**config.mk**
```make
export PLATFORM = sky130hd
export DESIGN_NAME = usb_ls_rx
export DESIGN_NICKNAME = d
export VERILOG_FILES = /design/src/rtl/usbrx_pkg.sv /design/src/rtl/usbrx_insync.sv /design/src/rtl/usbrx_align.sv /design/src/rtl/usbrx_decode.sv /design/src/rtl/usb_ls_rx.sv
export SDC_FILE = /design/constraint.sdc
export NUM_CORES = 1
export LEC_CHECK = 0
export CAP_MARGIN = 30
export CORE_MARGIN = 2
export CORE_UTILIZATION = 39
export CTS_CLUSTER_SIZE = 25
export DETAILED_ROUTE_END_ITERATION = 6
export GPL_ROUTABILITY_DRIVEN = 0
export PLACE_DENSITY = 0.69
export RECOVER_POWER = 25
export SLEW_MARGIN = 20
export SYNTH_ARGS = -nofsm -noshare
export SYNTH_HDL_FRONTEND = slang
export SYNTH_SLANG_ARGS = --single-unit
export TNS_END_PERCENT = 10
```
**constraint.sdc**
```tcl
create_clock -name clk -period 2.15 [get_ports clk]
set_clock_uncertainty 0.05 [all_clocks]
set_input_delay 0.3225 -clock clk [delete_from_list [all_inputs] [get_ports clk]]
set_output_delay 0.3225 -clock clk [all_outputs]
set_load 0.005 [all_outputs]
```
**src/rtl/usbrx_pkg.sv**
```systemverilog
// Shared types for the low-speed receiver.
package usbrx_pkg;
    // Phases of the sync hunt and receive sequencer.
    typedef enum logic [2:0] {
        AL_WAIT_IDLE,
        AL_WAIT_EDGE,
        AL_CHECK_KK,
        AL_REEDGE,
        AL_RECEIVE
    } align_state_t;
endpackage

```
**src/rtl/usbrx_insync.sv**
```systemverilog
// Multi-stage synchroniser for a bundle of asynchronous lines.
// Assumes every line is independent and STAGES is at least 2.
module usbrx_insync #(
    parameter int WIDTH  = 2,
    parameter int STAGES = 2
) (
    input  logic             clk,
    input  logic             rst_n,
    input  logic [WIDTH-1:0] d,
    output logic [WIDTH-1:0] q
);
    for (genvar g = 0; g < WIDTH; g++) begin : g_line
        logic [STAGES-1:0] chain;
        // Shift the raw line through the flop chain.
        always_ff @(posedge clk) begin
            if (!rst_n) chain <= '0;
            else        chain <= {chain[STAGES-2:0], d[g]};
        end
        assign q[g] = chain[STAGES-1];
    end
endmodule

```
**src/rtl/usbrx_align.sv**
```systemverilog
// Sync hunt and bit-phase sequencer. Waits for idle, locks on each J-to-K
// edge, and confirms sync when the next bit centre is still K. Once locked,
// it emits one registered line sample per bit time until the decoder stops it.
// Assumes synchronised inputs and a clock of OVERSAMPLE times the bit rate.
module usbrx_align
    import usbrx_pkg::*;
#(
    parameter int OVERSAMPLE = 10
) (
    input  logic clk,
    input  logic rst_n,
    input  logic line_dp,
    input  logic line_dm,
    input  logic stop,
    output logic smp_stb,
    output logic smp_dp,
    output logic smp_dm,
    output logic start,
    output logic sync_err
);
    localparam int KK_AT   = OVERSAMPLE + OVERSAMPLE / 2 - 1;
    localparam int BIT_AT  = OVERSAMPLE - 1;
    localparam int TOUT_AT = OVERSAMPLE - 1;
    localparam int CW      = $clog2(KK_AT + 1);

    align_state_t   st;
    logic [CW-1:0]  cnt;
    logic           line_k;

    assign line_k = line_dp & ~line_dm;

    // Sequence the hunt, the double-K check and per-bit sampling.
    always_ff @(posedge clk) begin
        if (!rst_n) begin
            st       <= AL_WAIT_IDLE;
            cnt      <= '0;
            smp_stb  <= 1'b0;
            smp_dp   <= 1'b0;
            smp_dm   <= 1'b0;
            start    <= 1'b0;
            sync_err <= 1'b0;
        end else begin
            smp_stb  <= 1'b0;
            start    <= 1'b0;
            sync_err <= 1'b0;
            case (st)
                AL_WAIT_IDLE: if (line_dm) st <= AL_WAIT_EDGE;
                AL_WAIT_EDGE: if (line_k) begin
                    st  <= AL_CHECK_KK;
                    cnt <= '0;
                end
                AL_CHECK_KK: begin
                    if (cnt == CW'(KK_AT)) begin
                        cnt <= '0;
                        if (line_k) begin
                            st    <= AL_RECEIVE;
                            start <= 1'b1;
                        end else begin
                            st <= AL_REEDGE;
                        end
                    end else begin
                        cnt <= cnt + CW'(1);
                    end
                end
                AL_REEDGE: begin
                    if (line_k) begin
                        st  <= AL_CHECK_KK;
                        cnt <= '0;
                    end else if (cnt == CW'(TOUT_AT)) begin
                        st       <= AL_WAIT_IDLE;
                        sync_err <= 1'b1;
                    end else begin
                        cnt <= cnt + CW'(1);
                    end
                end
                AL_RECEIVE: begin
                    if (stop) begin
                        st <= AL_WAIT_IDLE;
                    end else if (cnt == CW'(BIT_AT)) begin
                        cnt     <= '0;
                        smp_stb <= 1'b1;
                        smp_dp  <= line_dp;
                        smp_dm  <= line_dm;
                    end else begin
                        cnt <= cnt + CW'(1);
                    end
                end
                default: st <= AL_WAIT_IDLE;
            endcase
        end
    end

    // Samples are at least a bit time apart, never back to back.
    assert_stb_gap_R3: assert property (@(posedge clk) disable iff (!rst_n)
        smp_stb |=> !smp_stb);
endmodule

```
**src/rtl/usbrx_decode.sv**
```systemverilog
// Bit decoder: NRZI decode, stuffed-bit removal, LSB-first byte assembly,
// buffer writes, end-of-packet qualification and overflow detection.
// Assumes one sample strobe per bit time from the sequencer and a start
// pulse on the closing double-K of sync.
module usbrx_decode #(
    parameter int BUF_DEPTH = 11,
    parameter int STUFF_RUN = 6,
    localparam int AW = (BUF_DEPTH > 1) ? $clog2(BUF_DEPTH) : 1,
    localparam int LW = $clog2(BUF_DEPTH + 1)
) (
    input  logic          clk,
    input  logic          rst_n,
    input  logic          start,
    input  logic          smp_stb,
    input  logic          smp_dp,
    input  logic          smp_dm,
    output logic          stop,
    output logic          busy,
    output logic          wr_en,
    output logic [AW-1:0] wr_addr,
    output logic [7:0]    wr_data,
    output logic          done,
    output logic [LW-1:0] done_len,
    output logic          ovf
);
    localparam int RW = $clog2(STUFF_RUN + 1);

    logic          active;
    logic          in_eop;
    logic [1:0]    eop_se0;
    logic          prev;
    logic [RW-1:0] ones;
    logic [2:0]    bitpos;
    logic [6:0]    shreg;
    logic [LW-1:0] count;
    logic          se0, is_j, bit_val;

    assign se0     = ~smp_dp & ~smp_dm;
    assign is_j    = ~smp_dp & smp_dm;
    assign bit_val = (smp_dm == prev);
    assign busy    = active;

    // Decode each sample and produce writes and end-of-packet outcomes.
    always_ff @(posedge clk) begin
        if (!rst_n) begin
            active   <= 1'b0;
            in_eop   <= 1'b0;
            eop_se0  <= '0;
            prev     <= 1'b0;
            ones     <= '0;
            bitpos   <= '0;
            shreg    <= '0;
            count    <= '0;
            stop     <= 1'b0;
            wr_en    <= 1'b0;
            wr_addr  <= '0;
            wr_data  <= '0;
            done     <= 1'b0;
            done_len <= '0;
            ovf      <= 1'b0;
        end else begin
            stop  <= 1'b0;
            wr_en <= 1'b0;
            done  <= 1'b0;
            ovf   <= 1'b0;
            if (start) begin
                active  <= 1'b1;
                in_eop  <= 1'b0;
                eop_se0 <= '0;
                prev    <= 1'b0;
                ones    <= RW'(1);
                bitpos  <= '0;
                count   <= '0;
            end else if (active && smp_stb) begin
                if (in_eop) begin
                    if (se0) begin
                        if (eop_se0 == 2'd2) begin
                            active <= 1'b0;
                            stop   <= 1'b1;
                        end else begin
                            eop_se0 <= eop_se0 + 2'd1;
                        end
                    end else begin
                        active <= 1'b0;
                        stop   <= 1'b1;
                        if (is_j) begin
                            done     <= 1'b1;
                            done_len <= count;
                        end
                    end
                end else if (se0 && bitpos != 3'd0) begin
                    in_eop  <= 1'b1;
                    eop_se0 <= 2'd1;
                end else begin
                    prev <= smp_dm;
                    if (ones == RW'(STUFF_RUN)) begin
                        ones <= '0;
                    end else begin
                        ones   <= bit_val ? ones + RW'(1) : '0;
                        shreg  <= {bit_val, shreg[6:1]};
                        bitpos <= bitpos + 3'd1;
                        if (bitpos == 3'd7) begin
                            if (count == LW'(BUF_DEPTH)) begin
                                ovf    <= 1'b1;
                                active <= 1'b0;
                                stop   <= 1'b1;
                            end else begin
                                wr_en   <= 1'b1;
                                wr_addr <= AW'(count);
                                wr_data <= {bit_val, shreg};
                                count   <= count + LW'(1);
                            end
                        end
                    end
                end
            end
        end
    end

    // A byte write, a done and an overflow never share a cycle.
    assert_single_outcome_R8: assert property (@(posedge clk) disable iff (!rst_n)
        $onehot0({wr_en, done, ovf}));

    // After a packet is finished or abandoned, no write follows at once.
    assert_quiet_after_end_R9: assert property (@(posedge clk) disable iff (!rst_n)
        (done || ovf) |=> !wr_en);
endmodule

```
**src/rtl/usb_ls_rx.sv**
```systemverilog
// Low-speed USB packet receiver top. Chains input synchronisers, the sync
// and bit-phase sequencer, and the bit decoder.
// Assumes clk runs at OVERSAMPLE times the line bit rate.
module usb_ls_rx #(
    parameter int OVERSAMPLE = 10,
    parameter int SYNC_FLOPS = 2,
    parameter int BUF_DEPTH  = 11,
    parameter int STUFF_RUN  = 6,
    localparam int AW = (BUF_DEPTH > 1) ? $clog2(BUF_DEPTH) : 1,
    localparam int LW = $clog2(BUF_DEPTH + 1)
) (
    input  logic          clk,
    input  logic          rst_n,
    input  logic          usb_dp,
    input  logic          usb_dm,
    output logic          buf_we,
    output logic [AW-1:0] buf_addr,
    output logic [7:0]    buf_wdata,
    output logic          pkt_done,
    output logic [LW-1:0] pkt_len,
    output logic          pkt_overflow,
    output logic          sync_error
);
    logic s_dp, s_dm;
    logic smp_stb, smp_dp, smp_dm, start, stop, dec_busy;

    usbrx_insync #(.WIDTH(2), .STAGES(SYNC_FLOPS)) u_sync (
        .clk(clk), .rst_n(rst_n),
        .d({usb_dp, usb_dm}), .q({s_dp, s_dm})
    );

    usbrx_align #(.OVERSAMPLE(OVERSAMPLE)) u_align (
        .clk(clk), .rst_n(rst_n),
        .line_dp(s_dp), .line_dm(s_dm), .stop(stop),
        .smp_stb(smp_stb), .smp_dp(smp_dp), .smp_dm(smp_dm),
        .start(start), .sync_err(sync_error)
    );

    usbrx_decode #(.BUF_DEPTH(BUF_DEPTH), .STUFF_RUN(STUFF_RUN)) u_dec (
        .clk(clk), .rst_n(rst_n),
        .start(start), .smp_stb(smp_stb), .smp_dp(smp_dp), .smp_dm(smp_dm),
        .stop(stop), .busy(dec_busy),
        .wr_en(buf_we), .wr_addr(buf_addr), .wr_data(buf_wdata),
        .done(pkt_done), .done_len(pkt_len), .ovf(pkt_overflow)
    );

    // A sync lock only happens while the decoder is idle.
    assert_start_idle_R2: assert property (@(posedge clk) disable iff (!rst_n)
        start |-> !dec_busy);

    // A sync timeout never interrupts a packet in progress.
    assert_syncerr_idle_R10: assert property (@(posedge clk) disable iff (!rst_n)
        sync_error |-> !dec_busy);
endmodule

```
==> results.cfg <==
[cts]
cts_num_sinks = 58
clk_path_buf_depth = 2
postCtsSetupBuffers = 0
cts_resized = 0
tritoncts = done
clkTransAtPathRegs_ns = 0.06
postCtsHoldBufs = 0
insertion_delay_ns = 0.34
numCtsBuffers = 9
clockRootBuffer = clkbuf_8
htreeDepth = 3

[worst_hold_path]
holdPathStages = 1
min_to = u_sync.g_line[1].chain[1]
min_from = u_sync.g_line[1].chain[0]
hp-class = flop to flop

[worst_setup_path]
reg2reg_slack_ns = 0.32
cp_top_family = simple AND/OR/NAND/NOR gates
worstPathCellList = inv_1, ha_1, and3b_1, o2bb2ai_1, or2_2, a311oi_1
worst_ep_required_time_ns = 2.35
rr_endpoint = u_align.cnt[1]
cpPeakStageDelay_ns = 0.36
r2r_cells = 6
arrival_ns = 2.03
end_kind = flop
setup.worst_path.start_class = flop
path_max_fanout = 8
cp.buffers_inverters = 1
cp_slowest_cell = or2_2
r2r_start = u_align.cnt[1]
worst-setup-path-type = flop to flop

[yosys]
synth_seq_cells = 58
netlist_area_um2 = 2630
post-synth-top-area-fraction_pct = 44.2
yosys_warnings = 0
yosys_most_used_dff = dfxtp_1
synth_cells = 284
synth-edff-count = 0
synth_nets = 298
avgSynthCellArea_um2 = 9.25
yosys.area.top_type = dfxtp_1
yosys-top-cells-area = dfxtp_1 44%, mux2i_1 8.0%, nand2_1 5.0%, ha_1 4.8%, nor2_1 3.3%
async_flop_share_pct = 0
yosysSeqAreaShare_pct = 44.2
synth.distinct_cells = 51

[floorplan]
start_util_pct = 40.9
core_area_um2 = 6420
row_count = 29
die_y_um = 86.1
die-area_um2 = 7410
pin_count = 24
die_w_um = 86.1

[sta]
min_period_over_period_pct = 85.3
hold-worst-slack_ns = 0.383
worstMarginPinSlew_ns = 0.416
setup_viol = 0
period_minus_slack_ns = 1.83
finalSetupTns_ns = 0
max_freq_mhz = 545
grt_setup_unrepaired = false
slew_headroom_pct = 72.2
slew_violations = 0
final-hold-violation-count = 0

[power_and_ir_drop]
leakagePower_nw = 1.20
power_frac_comb_pct = 2.3
clock_power_share_pct = 48.6
p_switching_uw = 475
power_frac_seq_pct = 49.0
p_per_area_nw_per_um2 = 696
p_int_mw = 1.74
swShare_pct = 21.5
worst_ir_drop_vdd_mv = 0.414

[routing]
vias = 2131
drt-met1-wl_um = 2570
top_layer_used = met4
drt_first_iter_violations = 148
dr.pass1.iters = 4
routed_via_density = 5.35
final_antenna_net_count = 0
wl_met2_um = 2500
wl_per_cell_um = 13.7
postRouteWirelength_um = 5440
drc_errors = 0
wl_met3_um = 228

[placed_design]
dp_hpwl_um = 3740
numPortBuffers = 23

[grt]
grt_pass1_wl_um = 9480
overflow = 0
antenna_found_initial = 0
grt_usage_pct = 16.6
grt_pass1_vias = 2053
grt_start_max_net_pins = 24

[cells_and_area]
drive_gt1_share_pct = 12.5
nets = 331
final_util_pct = 49.5
area_growth_pct = 21.0
diodes = 0

[flow_run]
cap_viol_max_count = 0

[run_status]
outcome = finished clean
sequential cells by signal (all words and copies together), names as in the netlist, 2 cells and up:
register / flops
u_dec.count: 4
u_dec.ones: 3
u_dec.done_len: 4
u_dec.wr_addr: 4
u_dec.wr_data: 8
u_align.st: 3
u_sync.g_line.chain: 4
u_dec.eop_se0: 2
u_dec.shreg: 7
u_dec.bitpos: 3
u_align.cnt: 4
power by group through the flow:
stage               clock network, mW  logic, mW  registers (mW)
global route                     1.15     0.0568            1.09
finish                           1.08     0.0512            1.08
global placement                    0     0.0510            1.11
detailed placement                  0     0.0514            1.11
floorplan                           0     0.0330            1.11
CTS                              1.11     0.0520            1.08
layout make-up:
type,instances,area (um2)
Fill cell,612,3240
Multi-Input combinational cell,199,1340
Sequential cell,58,1160
Timing Repair Buffer,36,324
Clock buffer,9,124
Tap cell,77,96.3
Clock inverter,6,82.6
Inverter,13,48.8
cell usage in the layout, fill, tap and decap left out, drive strengths merged, types with 4 or more instances in the layout:
cell	count
dlygate4sd3	6
o211ai	4
nor4	5
o21ai	13
nand4	7
mux2i	21
nand2	35
o2111ai	5
and3	5
and2	7
nor3	5
nor2	24
ha	10
buf	12
clkbuf	10
a21oi	13
inv	13
clkdlybuf4s50	17
dfxtp	58
worst register-to-register path: stages, from the launching register on:
cell	delay, ns
dfxtp_1	0.35
inv_1	0.07
ha_1	0.15
and3b_1	0.35
o2bb2ai_1	0.21
or2_2	0.36
a311oi_1	0.21
how the worst max path moves through the flow:
stage               cells past startpoint  slack [ns]       startpoint          endpoint
global route                            6        0.18   u_align.cnt[1]    u_align.cnt[1]
detailed placement                      6        0.04  u_dec.bitpos[0]  u_dec.wr_addr[3]
finish                                  6        0.32   u_align.cnt[1]    u_align.cnt[1]
CTS                                     6        0.04  u_dec.bitpos[0]  u_dec.wr_addr[3]
floorplan                               7        0.39    u_dec.ones[0]    u_dec.shreg[6]
global placement                        6        0.09  u_dec.bitpos[0]  u_dec.wr_data[7]
routing by layer:
layer	track usage [%]	vias to the layer above
met2	25.8	41
met3	5.29	13
met4	9.38	0
met1	20.1	1007
li1	-	1070
met5	0	-
synthesized netlist by cell type, types with 2 or more instances:
cell type and instances:
dfxtp_1 58, nand2_1 35, nor2_1 23, mux2i_1 21, a21oi_1 13, inv_1 13, o21ai_0 13, ha_1 10
clkbuf_1 9, and2_1 7, nand4_1 7, and3_1 5, nor4_1 5, o2111ai_1 5, nor3_1 4, and3b_1 3
nand2b_1 3, nand3_1 3, nor2b_1 3, o211ai_1 3, a311oi_1 2, a31oi_1 2, buf_2 2, buf_6 2
o21a_1 2, o22a_1 2, or2_2 2, or3_1 2, or3b_1 2, xnor2_1 2
per-stage QoR:
stage	area (um2)	power [mW]	setup WS [ns]	instances
2_1_floorplan	2630	1.14	0.392	284
6_report	3180	2.21	0.316	398
5_1_grt	3180	2.29	0.184	398
4_1_cts	3180	2.25	0.0394	397
3_3_place_gp	2970	1.16	0.0904	382
3_5_place_dp	2970	1.16	0.0446	382
cells by family after synthesis:
kind of cell / Yosys count / synth area share (%)
AND/OR/NAND/NOR: 112 / 22.5
flip-flops: 58 / 44.2
AO/OA/AOI/OAI: 53 / 14.8
buffers and inverters: 27 / 4.67
multiplexers: 22 / 8.43
adder cells (fa/ha/maj): 10 / 4.76
XOR/XNOR: 2 / 0.667
No activity file was read; power rests on OpenSTA's default activity.
